--- src/rtl/ccd_rdo_pkg.sv ---
package ccd_rdo_pkg;

    typedef enum logic [2:0] {
        ST_IDLE,
        ST_VERT,
        ST_HORZ,
        ST_FINISH,
        ST_HALT
    } rdo_state_e;

    localparam logic [3:0] V_REST = 4'b1110;

    // Vertical phases {4,3,2,1}; one bit changes per step, cyclic back to rest.
    function automatic logic [3:0] vert_step(input int idx);
        logic [3:0] v;
        case (idx)
            0:       v = 4'b1110;
            1:       v = 4'b0110;
            2:       v = 4'b0111;
            3:       v = 4'b0011;
            4:       v = 4'b1011;
            5:       v = 4'b1111;
            default: v = V_REST;
        endcase
        return v;
    endfunction

    // Horizontal phases {3,2,1}; one bit changes per tick, cyclic.
    function automatic logic [2:0] horz_step(input int idx);
        logic [2:0] h;
        case (idx)
            0:       h = 3'b001;
            1:       h = 3'b011;
            2:       h = 3'b010;
            3:       h = 3'b110;
            4:       h = 3'b100;
            5:       h = 3'b101;
            default: h = 3'b000;
        endcase
        return h;
    endfunction

endpackage

--- src/rtl/ccd_tick_chain.sv ---
module ccd_tick_chain #(
    parameter int TICK_MOD = 6,
    parameter int SLOT_MOD = 4764,
    parameter int STEP_MOD = 6,
    parameter int H_START  = 683,
    parameter int ROWS     = 5356,
    localparam int TW = (TICK_MOD > 1) ? $clog2(TICK_MOD) : 1,
    localparam int LW = (SLOT_MOD > 1) ? $clog2(SLOT_MOD) : 1,
    localparam int SW = (STEP_MOD > 1) ? $clog2(STEP_MOD) : 1,
    localparam int RW = (ROWS > 1) ? $clog2(ROWS) : 1
) (
    input  logic          clk,
    input  logic          rst_n,
    input  logic          run,
    output logic [TW-1:0] tick,
    output logic [LW-1:0] slot,
    output logic [SW-1:0] step,
    output logic          vert_end,
    output logic          line_end,
    output logic          last_row
);

    localparam logic [TW-1:0] TICK_LAST = TW'(TICK_MOD - 1);
    localparam logic [LW-1:0] SLOT_LAST = LW'(SLOT_MOD - 1);
    localparam logic [LW-1:0] VERT_LAST = LW'(H_START - 1);
    localparam logic [LW-1:0] STEP_SPAN = LW'(STEP_MOD);
    localparam logic [SW-1:0] STEP_LAST = SW'(STEP_MOD - 1);
    localparam logic [RW-1:0] ROW_LAST  = RW'(ROWS - 1);

    logic [RW-1:0] row;
    logic          tick_wrap;

    assign tick_wrap = (tick == TICK_LAST);
    assign vert_end  = tick_wrap && (slot == VERT_LAST);
    assign line_end  = tick_wrap && (slot == SLOT_LAST);
    assign last_row  = (row == ROW_LAST);

    always_ff @(posedge clk or negedge rst_n) begin
        if (!rst_n) begin
            tick <= '0;
            slot <= '0;
            step <= '0;
            row  <= '0;
        end else if (!run) begin
            tick <= '0;
            slot <= '0;
            step <= '0;
            row  <= '0;
        end else begin
            tick <= tick_wrap ? '0 : tick + 1'b1;
            if (tick_wrap)
                slot <= (slot == SLOT_LAST) ? '0 : slot + 1'b1;
            if (tick_wrap && (slot < STEP_SPAN))
                step <= (step == STEP_LAST) ? '0 : step + 1'b1;
            if (line_end)
                row <= last_row ? '0 : row + 1'b1;
        end
    end

    a_r8_row_bound: assert property (@(posedge clk) disable iff (!rst_n)
        row <= ROW_LAST);

    a_r2_step_rest_after_seq: assert property (@(posedge clk) disable iff (!rst_n)
        (run && slot >= STEP_SPAN) |-> step == '0);

endmodule

--- src/rtl/ccd_phase_fsm.sv ---
module ccd_phase_fsm
    import ccd_rdo_pkg::*;
(
    input  logic       clk,
    input  logic       rst_n,
    input  logic       enable,
    input  logic       vert_end,
    input  logic       line_end,
    input  logic       last_row,
    output rdo_state_e state,
    output logic       run
);

    rdo_state_e state_nx;

    always_ff @(posedge clk or negedge rst_n) begin
        if (!rst_n) state <= ST_IDLE;
        else        state <= state_nx;
    end

    always_comb begin
        state_nx = state;
        unique case (state)
            ST_IDLE:   if (enable) state_nx = ST_VERT;
            ST_VERT:   if (!enable) state_nx = ST_IDLE;
                       else if (vert_end) state_nx = ST_HORZ;
            ST_HORZ:   if (!enable) state_nx = ST_IDLE;
                       else if (line_end) state_nx = last_row ? ST_FINISH : ST_VERT;
            ST_FINISH: state_nx = enable ? ST_HALT : ST_IDLE;
            ST_HALT:   if (!enable) state_nx = ST_IDLE;
            default:   state_nx = ST_IDLE;
        endcase
    end

    assign run = (state == ST_VERT) || (state == ST_HORZ);

    a_r8_finish_once: assert property (@(posedge clk) disable iff (!rst_n)
        (state == ST_FINISH) |=> (state != ST_FINISH));

endmodule

--- src/rtl/ccd_wave_gen.sv ---
module ccd_wave_gen
    import ccd_rdo_pkg::*;
#(
    parameter int TW = 3,
    parameter int SW = 3
) (
    input  logic          clk,
    input  logic          rst_n,
    input  logic          enable,
    input  rdo_state_e    state,
    input  logic [TW-1:0] tick,
    input  logic [SW-1:0] step,
    output logic          ref_q,
    output logic [3:0]    v_q,
    output logic [2:0]    h_q,
    output logic          done_q
);

    logic       ref_n;
    logic [3:0] v_n;
    logic [2:0] h_n;
    logic       done_n;

    always_comb begin
        ref_n  = 1'b0;
        v_n    = '0;
        h_n    = '0;
        done_n = 1'b0;
        if (enable) begin
            unique case (state)
                ST_VERT: begin
                    ref_n = 1'b1;
                    v_n   = vert_step(int'(step));
                end
                ST_HORZ: begin
                    v_n = V_REST;
                    h_n = horz_step(int'(tick));
                end
                ST_FINISH: done_n = 1'b1;
                default: ;
            endcase
        end
    end

    always_ff @(posedge clk or negedge rst_n) begin
        if (!rst_n) begin
            ref_q  <= 1'b0;
            v_q    <= '0;
            h_q    <= '0;
            done_q <= 1'b0;
        end else begin
            ref_q  <= ref_n;
            v_q    <= v_n;
            h_q    <= h_n;
            done_q <= done_n;
        end
    end

endmodule

--- src/rtl/ccd_readout_timer.sv ---
module ccd_readout_timer
    import ccd_rdo_pkg::*;
#(
    parameter int TICK_MOD = 6,
    parameter int SLOT_MOD = 4764,
    parameter int STEP_MOD = 6,
    parameter int H_START  = 683,
    parameter int ROWS     = 5356
) (
    input  logic       clk,
    input  logic       rst_n,
    input  logic       enable,
    output logic       line_ref,
    output logic [3:0] v_clk,
    output logic       xfer_gate,
    output logic [2:0] h_clk,
    output logic       sum_gate,
    output logic       rst_gate,
    output logic       done
);

    localparam int TW = (TICK_MOD > 1) ? $clog2(TICK_MOD) : 1;
    localparam int LW = (SLOT_MOD > 1) ? $clog2(SLOT_MOD) : 1;
    localparam int SW = (STEP_MOD > 1) ? $clog2(STEP_MOD) : 1;
    localparam logic [LW-1:0] H_FIRST = LW'(H_START);

    logic [TW-1:0] tick;
    logic [LW-1:0] slot;
    logic [SW-1:0] step;
    logic          vert_end, line_end, last_row, run;
    rdo_state_e    state;

    ccd_tick_chain #(
        .TICK_MOD(TICK_MOD), .SLOT_MOD(SLOT_MOD), .STEP_MOD(STEP_MOD),
        .H_START(H_START), .ROWS(ROWS)
    ) u_chain (
        .clk(clk), .rst_n(rst_n), .run(run),
        .tick(tick), .slot(slot), .step(step),
        .vert_end(vert_end), .line_end(line_end), .last_row(last_row)
    );

    ccd_phase_fsm u_fsm (
        .clk(clk), .rst_n(rst_n), .enable(enable),
        .vert_end(vert_end), .line_end(line_end), .last_row(last_row),
        .state(state), .run(run)
    );

    ccd_wave_gen #(.TW(TW), .SW(SW)) u_wave (
        .clk(clk), .rst_n(rst_n), .enable(enable),
        .state(state), .tick(tick), .step(step),
        .ref_q(line_ref), .v_q(v_clk), .h_q(h_clk), .done_q(done)
    );

    assign xfer_gate = v_clk[0];
    assign sum_gate  = h_clk[2];
    assign rst_gate  = h_clk[2];

    a_r6_horz_past_threshold: assert property (@(posedge clk) disable iff (!rst_n)
        (h_clk != 3'b000) |-> ($past(slot) >= H_FIRST && $past(state) == ST_HORZ));

    a_r6_horz_one_phase: assert property (@(posedge clk) disable iff (!rst_n)
        (h_clk != 3'b000 && $past(h_clk) != 3'b000)
            |-> $countones(h_clk ^ $past(h_clk)) <= 1);

    a_r5_vert_one_phase: assert property (@(posedge clk) disable iff (!rst_n)
        (v_clk != 4'b0000 && $past(v_clk) != 4'b0000)
            |-> $countones(v_clk ^ $past(v_clk)) <= 1);

    a_r5_vert_overlap: assert property (@(posedge clk) disable iff (!rst_n)
        (v_clk != 4'b0000) |-> $countones(v_clk) >= 2);

    a_r8_done_single: assert property (@(posedge clk) disable iff (!rst_n)
        done |=> !done);

    a_r9_enable_idle: assert property (@(posedge clk) disable iff (!rst_n)
        !enable |=> (v_clk == 4'b0000 && h_clk == 3'b000 && !done && !line_ref));

endmodule

--- config.mk ---
export PLATFORM = sky130hd
export DESIGN_NAME = ccd_readout_timer
export DESIGN_NICKNAME = d
export VERILOG_FILES = /design/src/rtl/ccd_rdo_pkg.sv /design/src/rtl/ccd_tick_chain.sv /design/src/rtl/ccd_phase_fsm.sv /design/src/rtl/ccd_wave_gen.sv /design/src/rtl/ccd_readout_timer.sv
export SDC_FILE = /design/constraint.sdc
export NUM_CORES = 1
export LEC_CHECK = 0
export BUFFER_PORTS_ARGS = -buffer_cell sky130_fd_sc_hd__buf_2
export CAP_MARGIN = 10
export CORE_MARGIN = 2
export CORE_UTILIZATION = 50
export CTS_CLUSTER_SIZE = 16
export DETAILED_ROUTE_END_ITERATION = 16
export PLACE_DENSITY = 0.69
export SLEW_MARGIN = 20
export SYNTH_ARGS = -nofsm -noshare
export SYNTH_HDL_FRONTEND = slang
export SYNTH_SLANG_ARGS = --single-unit
--- constraint.sdc ---
create_clock -name clk -period 3.15 [get_ports clk]
set_input_delay 0.1575 -clock clk [delete_from_list [all_inputs] [get_ports clk]]
set_output_delay 0.1575 -clock clk [all_outputs]
set_load 0.05 [all_outputs]
==> results of run 1 <==
placed cells by master (no fill, tap or decap), types with 3 or more instances in the layout:
cell type,instances
o31ai_1,3
clkbuf_8,6
nor2b_1,5
inv_1,10
a21oi_1,12
ha_1,5
or3_1,8
buf_4,3
xnor2_1,7
xor2_1,5
nand4_1,3
o21ai_0,14
dfrtp_1,44
nand3_1,11
nor2_1,29
buf_2,14
nor3_1,11
nand2_1,17
nand2b_1,5
cells by family after synthesis:
| group | share of synthesized area |
|---|---|
| XOR/XNOR | 0.0460 |
| flip-flops | 0.482 |
| AND/OR/NAND/NOR | 0.272 |
| buffers and inverters | 0.0400 |
| AO/OA/AOI/OAI | 0.124 |
| adder cells (fa/ha/maj) | 0.0274 |
| multiplexers | 0.00876 |
state kept, by name, summed over array words and instances, names as in the netlist:
register       cells
u_wave.ref_q       1
u_wave.done_q      1
u_fsm.state        3
u_chain.row       13
u_wave.h_q         3
u_chain.slot      13
u_wave.v_q         4
u_chain.step       3
u_chain.tick       3
through the flow:
stage / total power, uW / utilization / hold WS, ns / instance area (um2)
CTS: 1660 / 0.573 / 0.0410 / 2510
global route: 1760 / 0.573 / 0.0725 / 2510
floorplan: 1080 / - / -0.138 / 2290
detailed placement: 1200 / 0.545 / 0.375 / 2390
finish: 1640 / 0.573 / 0.00389 / 2510
global placement: 1200 / 0.545 / 0.375 / 2390
metal layers:
| layer | vias to the layer above | wire length (um) | global-route usage | share of wire |
|---|---|---|---|---|
| met5 | - | 0 | 0 | 0 |
| met4 | 0 | 16 | 0.0566 | 0.0036 |
| met3 | 2 | 179 | 0.0520 | 0.040 |
| met2 | 43 | 2090 | 0.290 | 0.47 |
| met1 | 860 | 2190 | 0.276 | 0.49 |
| li1 | 895 | - | - | - |
worst paths after layout:
| check | from | endpoint | slack (ns) |
|---|---|---|---|
| setup / recovery | u_chain.slot[10] | u_chain.row[3] | 0.65 |
| hold / removal | rst_n | u_wave.h_q[2] | 0.004 |
| setup reg to reg | u_chain.slot[10] | u_chain.row[3] | 0.65 |
| hold reg to reg | u_chain.tick[2] | u_wave.h_q[1] | 0.52 |
| max in group asynchronous | rst_n | u_chain.slot[2] | 2.54 |
| min in group clk | enable | u_fsm.state[2] | 0.14 |
layout make-up:
class,count,area share
multi-input cells,179,0.435
inverters,10,0.0149
flip-flops and latches,44,0.438
clock buffers,6,0.0329
well taps,52,0.0259
repair buffers,17,0.0369
clock inverters,2,0.0154
power by group through the flow:
stage / clock network, uW / registers [uW] / logic, uW
global placement: 0 / 677 / 521
global route: 504 / 675 / 579
detailed placement: 0 / 678 / 525
floorplan: 0 / 773 / 311
finish: 459 / 667 / 519
CTS: 470 / 667 / 525
==> run metrics, run 1 <==
first-pass GRT wire length=between 7 and 8 mm; Synth area leader=dfrtp_1; Synth cell types=51; CP Buf/Inv Count=0; largest net degree at the start of global routing=45; sequential fraction of the synthesis area=0.482; Crit path max-delay family=simple AND/OR/NAND/NOR gates; Slew @ Worst Pin=about 0.96 ns; clock latency on the worst-skew pair=just under 0.3 ns; PwrDens=655 nW/um2; final wirelength=4.47 mm; Iter 0 DRT Violations=90; DR vias=1800; fillcell total=384; max-slew violations=0; GRT Residual Overflow=0; post-CTS sizing=0; area grow syn2layout=9.85%; Internal Power=slightly above 1000 uW; Net Sw Frac=0.383; initial antenna violation count=0; Post-synth EDFFs=0; register area=1100 um2; clock share of power=0.279; Multi-input gate area=1090 um2; Worst VDD drop=0.241 mV; Mapped Nets=252; Diodes inserted=0; vias in the first global route=1627; # DRC=0; die area=5130 um2; Fin Clk Skew=0.00911 ns; Clk Tree Root Cell=clkbuf_8; Initial Util=0.521; Combinational Power Share=0.316; Yosys top cell area share=0.482; H-Tree Depth=2; setup ws final=around 0.65 ns; Critical Path RT=3.37 ns; Final Non-Filler Cells=310; number of max-cap violations=0; post-synthesis cell count=around 240; setup bufs post-CTS=0; Sequential Power Share=0.405; Antenna Nets Post-Route=0; Worst path max stage delay=about 0.55 ns; Relative slew margins=0.360; Die Y=between 70 and 80 um; yosys warns=0; Global Route Usage Sum=0.193; Num CTS Buffers=5; hpwl dp=3.03 mm; pre-CTS setup slack=around 0.66 ns; final period utilization=0.793; share of post-route cells with drive strength above 1=0.124; Top-Level Pins=15; # rows=24; clock buffer depth=2; cell area after synthesis=2290 um2; Switch Pwr=630 uW; vias per cell=5.81; first-pass iteration count of the detailed router=4; CTS tree=done; ys flop type=dfrtp_1; CP endpoint kind=flip-flop; Hold WC Path Type=in -> async; clk sinks=44; Leak=0.00106 uW; Clock Pin Slew Worst Setup and Hold Paths=0.09 ns; Hold Buf Count CTS=0; Port Buf Inserts=14; synth cell count leaders=dfrtp_1, nor2_1, nand2_1, o21ai_0, a21oi_1; Final Hold Vio Count=0; Final Wtd Congestion=0.857; CP cell instances=or4_4 -> or4b_1 -> or3_1 -> or3_1 -> o21ai_0; setup TNS=0 ns; RSZ-0062 raised after global routing=false; Nets=265; maximum clock frequency=0.400 GHz; crit-path most repeated cell=or3_1; crit start category=flip-flop; Routed wire per std cell=14.4 um; Core ar.=4380 um2; worst-path fanout max=8; dominant cells by area after synthesis=dfrtp_1, nor2_1, o21ai_0, nand2_1, ha_1; synthesis-stage register bit count=44; critical path data arrival time=between 2 and 3 ns; DIE WIDTH=71.6 um; reg2reg path depth=5; most frequent cell after synthesis=dfrtp_1; Tmin final=2.50 ns; Synth async-reset ratio=1.00; placed cell count=302; kind of critical path=reg -> reg; stages on the worst setup path=5; final setup vio count=0; run status=complete, no violations; Post-Syn Area per Cell=9.37 um2; Crit-path slowest cell=or4_4
No activity file was read; power rests on OpenSTA's default activity.
==> inputs of run 2 (changes only) <==
Settings changed: ABC_AREA from default to 1, PLACE_DENSITY 0.69 to 0.71.
Clock period 3.15 ns to 2.1 ns, I/O delays scaled along.
==> run metrics, run 2 <==
Clock Pin Slew Worst Setup and Hold Paths=around 0.090 ns; Critical Path RT=2.28 ns; cell area after synthesis=around 2700 um2; Synth area leader=dfrtp_1; Final Cell Area=2890 um2; Num CTS Buffers=5; r2r startpoint=u_chain.row[0]; dominant cells by area after synthesis=dfrtp_1, nand2_1, nor2_1, inv_1, nand3_1; DR vias=2291; Initial Util=0.524; RSZ-0062 raised after global routing=false; Synth async-reset ratio=1.00; final period utilization=0.745; Port Buf Inserts=14; Multi-input gate area=around 1300 um2; Die Y=77.4 um; Antenna Nets Post-Route=0; DP Area=2790 um2; first-pass iteration count of the detailed router=4; RR Endpoint=u_chain.row[0]; # DRC=0; Post-Syn Area per Cell=between 7 and 8 um2; number of max-cap violations=0; most frequent cells in the layout=nand2_1, nor2_1, dfrtp_1, inv_1, nand3_1; Iter 0 DRT Violations=89; Core ar.=5140 um2; PwrDens=900 nW/um2; PnR Total Power=~2600 uW; vias in the first global route=around 2200; Fin Clk Skew=0.00736 ns; final wirelength=5.47 mm; crit start category=flip-flop; largest net degree at the start of global routing=29; synth cell count leaders=nand2_1, nor2_1, dfrtp_1, inv_1, nand3_1; GRT Residual Overflow=0; Worst VDD drop=approximately 0.45 mV; final setup vio count=0; die area=roughly 6000 um2; ys flop type=dfrtp_1; Clk Tree Root Cell=clkbuf_8; Leak=around 0.0014 uW; most common cell after layout, fill and taps aside=nand2_1; most frequent cell after synthesis=nand2_1; run status=complete, no violations; maximum clock frequency=roughly 0.64 GHz; first-pass GRT wire length=9.78 mm; DIE WIDTH=77.4 um; vias per cell=4.98; setup TNS=0 ns; biggest regs=u_chain.row: 13 flops, u_chain.slot: 13 flops, u_wave.v_q: 4 flops; clock buffer depth=2; Hold Startpoint=enable; worst-path fanout max=6; post-CTS sizing=0; setup bufs post-CTS=0; Relative slew margins=0.554; fillcell total=503; Diodes inserted=0; clock latency on the worst-skew pair=0.29 ns; Nets=just under 400; Hold WC Path Type=in -> reg; initial antenna violation count=0; WHS Path Cells=3; Final Wtd Congestion=around 0.85; H-Tree Depth=2; Synth cell types=28; Yosys top cell area share=0.409; area grow syn2layout=7.39%; Slew @ Worst Pin=between 0.6 and 0.7 ns; Top-Level Pins=15; Final Hold Vio Count=0; CP endpoint kind=flip-flop; Global Route Usage Sum=0.202; Mapped Nets=381; clk sinks=44; register area=about 1100 um2; post-synthesis cell count=about 370; critical path data arrival time=1.74 ns; Post-synth EDFFs=0; synthesis-stage register bit count=44; worst reg2reg setup slack=0.54 ns; hpwl dp=3.98 mm; share of post-route cells with drive strength above 1=0.136; yosys warns=0; reg2reg path depth=8; CTS tree=done; max-slew violations=0; Tmin final=1.56 ns; # rows=26; Worst Hold End=u_wave.done_q; sequential fraction of the synthesis area=0.409; kind of critical path=reg -> reg; Routed wire per std cell=between 10 and 15 um
==> run 2: changes by cell type in the layout (fill, tap and decap cells not counted), moves of 6 or more <==
cell     previous run  this run
inv_1              10        43
nand2_1            17       105
nand2_2             0         8
nand3_1            11        30
nor2_1             29        58
nor2_2              0         7
or3_1               8         0
xnor2_1             7         1
==> run 2: critical path, stage by stage (launching register included) <==
cell and delay (ns):
dfrtp_1 0.45, ha_1 0.24, inv_1 0.07, nor3_1 0.19, nand3_1 0.19, nand2_1 0.10, inv_1 0.07, nand2_1 0.07
o21ai_0 0.07
==> run 2: timing repair <==
item | CTS | global route
endpoints found under the hold margin | 26 | 0
hold buffers | 1 | 0
endpoints found under the setup margin | 0 | 0
==> run 2: how the worst max path moves through the flow <==
stage                                from         endpoint  slack [ns]  cells after the start
after floorplan           u_chain.slot[1]   u_chain.row[5]        0.75                      9
after global placement     u_fsm.state[0]  u_chain.slot[9]        0.55                      7
after detailed placement   u_fsm.state[0]  u_chain.row[11]        0.51                      8
after CTS                  u_fsm.state[0]  u_chain.slot[9]        0.53                      7
after global routing       u_chain.row[0]   u_chain.row[6]        0.34                      8
final                      u_chain.row[0]   u_chain.row[0]        0.54                      8
==> run 2: per-layer routing <==
layer  up-vias  part of all wire  global-route usage  wire [um]
met4         0            0.0066              0.0482         36
met1      1061              0.49               0.263       2660
li1       1201                 -                   -          -
met5         -                 0                   0          0
met3         4             0.023              0.0349        124
met2        25              0.48               0.350       2650
==> run 2: through the flow <==
| step | utilization | hold WS (ns) | cells | setup WS, ns |
|---|---|---|---|---|
| floorplan | - | -0.191 | 373 | 0.751 |
| global placement | 0.543 | 0.184 | 451 | 0.553 |
| detailed placement | 0.543 | 0.178 | 451 | 0.515 |
| CTS | 0.563 | 0.146 | 460 | 0.531 |
| global route | 0.563 | 0.175 | 460 | 0.342 |
| finish | 0.563 | 0.148 | 460 | 0.535 |
==> run 2: cells by family after synthesis <==
| logic type | count (synthesis) | synth area share |
|---|---|---|
| compound gates | 24 | 0.0483 |
| xor+xnor | 10 | 0.0325 |
| fa+ha+maj | 5 | 0.0232 |
| buf+inv | 56 | 0.0980 |
| flops | 44 | 0.409 |
| simple gates | 234 | 0.389 |
==> run 2: report_power, final <==
group          internal (uW)  switching [uW]  total, uW  leakage (uW)
clock                    236             313        549     0.0000404
combinational            254             793       1050      0.000768
sequential               939            66.2       1010      0.000605
==> run 2: area by class of cell <==
type                    instances  share of cell area
clock buffers                   5              0.0238
clock inverters                 3             0.00822
inverters                      46              0.0597
multi-input cells             273               0.459
flip-flops and latches         44               0.381
well taps                      70              0.0303
repair buffers                 19              0.0381
==> inputs of run 3 (changes only) <==
Settings changed: PLACE_DENSITY 0.71 to 0.68.
Clock period 2.1 ns to 1.6 ns, I/O delays scaled along.
==> run metrics, run 3 (synthesis results as in run 2) <==
Tmin final=around 1.5 ns; Top-Level Pins=15; # rows=26; worst-path fanout max=4; setup bufs post-CTS=0; initial antenna violation count=0; Crit-path slowest cell=dfrtp_1; die area=5990 um2; fillcell total=between 400 and 500; most frequent cells in the layout=nand2_1, nor2_1, dfrtp_1, inv_1, nand3_1; Fin Clk Skew=around 0.0095 ns; Relative slew margins=0.586; Hold WC Path Type=in -> reg; Multi-input gate area=approximately 1400 um2; hpwl dp=3.94 mm; Final Non-Filler Cells=roughly 460; Clock Pin Slew Worst Setup and Hold Paths=0.09 ns; kind of critical path=reg -> reg; pre-CTS setup slack=0.0381 ns; Global Route Usage Sum=0.203; Antenna Nets Post-Route=0; H-Tree Depth=2; final period utilization=0.943; clock buffer depth=2; GRT Residual Overflow=0; final wirelength=about 5.5 mm; clk sinks=44; Diodes inserted=0; Initial Util=0.524; number of max-cap violations=0; run status=complete, no violations; PnR Total Power=3500 uW; biggest regs=u_chain.row: 13 flops, u_chain.slot: 13 flops, u_wave.v_q: 4 flops; PwrDens=between 1000 and 1500 nW/um2; CP cell instances=ha_4 -> inv_1 -> nor3_2 -> nand3_1 -> nand2_1 -> inv_1 -> nand2_1 -> o21ai_1; Final Cell Area=~3000 um2; vias per cell=5.05; vias in the first global route=between 2000 and 2500; final setup vio count=0; setup ws final=approximately 0.09 ns; DIE WIDTH=roughly 77 um; clock latency on the worst-skew pair=0.30 ns; CP endpoint kind=flip-flop; maximum clock frequency=0.663 GHz; max-slew violations=0; placed cell count=between 400 and 500; area grow syn2layout=10.1%; Core ar.=5140 um2; most common cell after layout, fill and taps aside=nand2_1; CP Buf/Inv Count=2; first-pass GRT wire length=9.78 mm; Final Wtd Congestion=0.875; # DRC=0; Num CTS Buffers=5; Worst path max stage delay=between 0.4 and 0.5 ns; Final Hold Vio Count=0; DR vias=2337; first-pass iteration count of the detailed router=4; final core occ=0.577; largest net degree at the start of global routing=28; crit start category=flip-flop; Port Buf Inserts=14; Routed wire per std cell=around 12 um; Iter 0 DRT Violations=117; Critical Path RT=1.78 ns; Worst VDD drop=~0.59 mV; Nets=400; Clk Tree Root Cell=clkbuf_8; Die Y=77.4 um; RSZ-0062 raised after global routing=true; Crit path max-delay family=simple AND/OR/NAND/NOR gates; CTS tree=done; critical path data arrival time=about 1.7 ns; DP Area=between 2000 and 3000 um2; register area=roughly 1100 um2; share of post-route cells with drive strength above 1=0.158; Leak=0.00142 uW; Slew @ Worst Pin=a little over 0.6 ns
[run 3: timing repair]
item	in CTS	in global routing
gates resized for setup	0	12
hold buffers	1	0
setup endpoints to repair	0	22
endpoints found under the hold margin	25	0
[run 3: area by class of cell]
| cell class | instances | share of cell area |
|---|---|---|
| timing repair buffer | 22 | 0.0473 |
| sequential | 44 | 0.372 |
| tap | 70 | 0.0295 |
| clock buffer | 5 | 0.0232 |
| inverter | 46 | 0.0583 |
| multi-input combinational | 273 | 0.462 |
| clock inverter | 3 | 0.00802 |
[run 3: tightest hold or removal path: cells and delay by family]
kind / cells / cell delay (ns)
buffers and inverters: 2 / 0.22
and+or+nand+nor: 1 / 0.07
[run 3: final timing paths]
check / endpoint / cells past startpoint / slack (ns) / startpoint
hold reg to reg: u_wave.h_q[1] / 1 / 0.51 / u_chain.tick[2]
max in group asynchronous: u_chain.row[0] / 3 / 0.66 / rst_n
hold / removal: u_wave.done_q / 3 / 0.11 / enable
setup / recovery: u_chain.row[0] / 8 / 0.09 / u_chain.row[1]
setup reg to reg: u_chain.row[0] / 8 / 0.09 / u_chain.row[1]
min in group asynchronous: u_wave.done_q / 2 / 0.32 / rst_n
[run 3: metrics by stage]
stage               hold WS [ns]  setup TNS (ns)
floorplan                 -0.216               0
CTS                        0.107               0
global placement           0.127               0
detailed placement         0.125               0
global route               0.130          -0.138
finish                     0.113               0
[run 3: per-layer routing]
metal  GRT usage  vias to the layer above  wire [um]
li1            -                     1205          -
met1       0.265                     1075       2600
met2       0.335                       48       2610
met3      0.0419                        9        211
met4      0.0732                        0         90
met5           0                        -          0
[run 3: power breakdown]
part	internal, uW	leakage, uW	switching [uW]
Sequential	1230	0.000603	89.9
Clock	309	0.0000404	404
Combinational	391	0.000781	1070
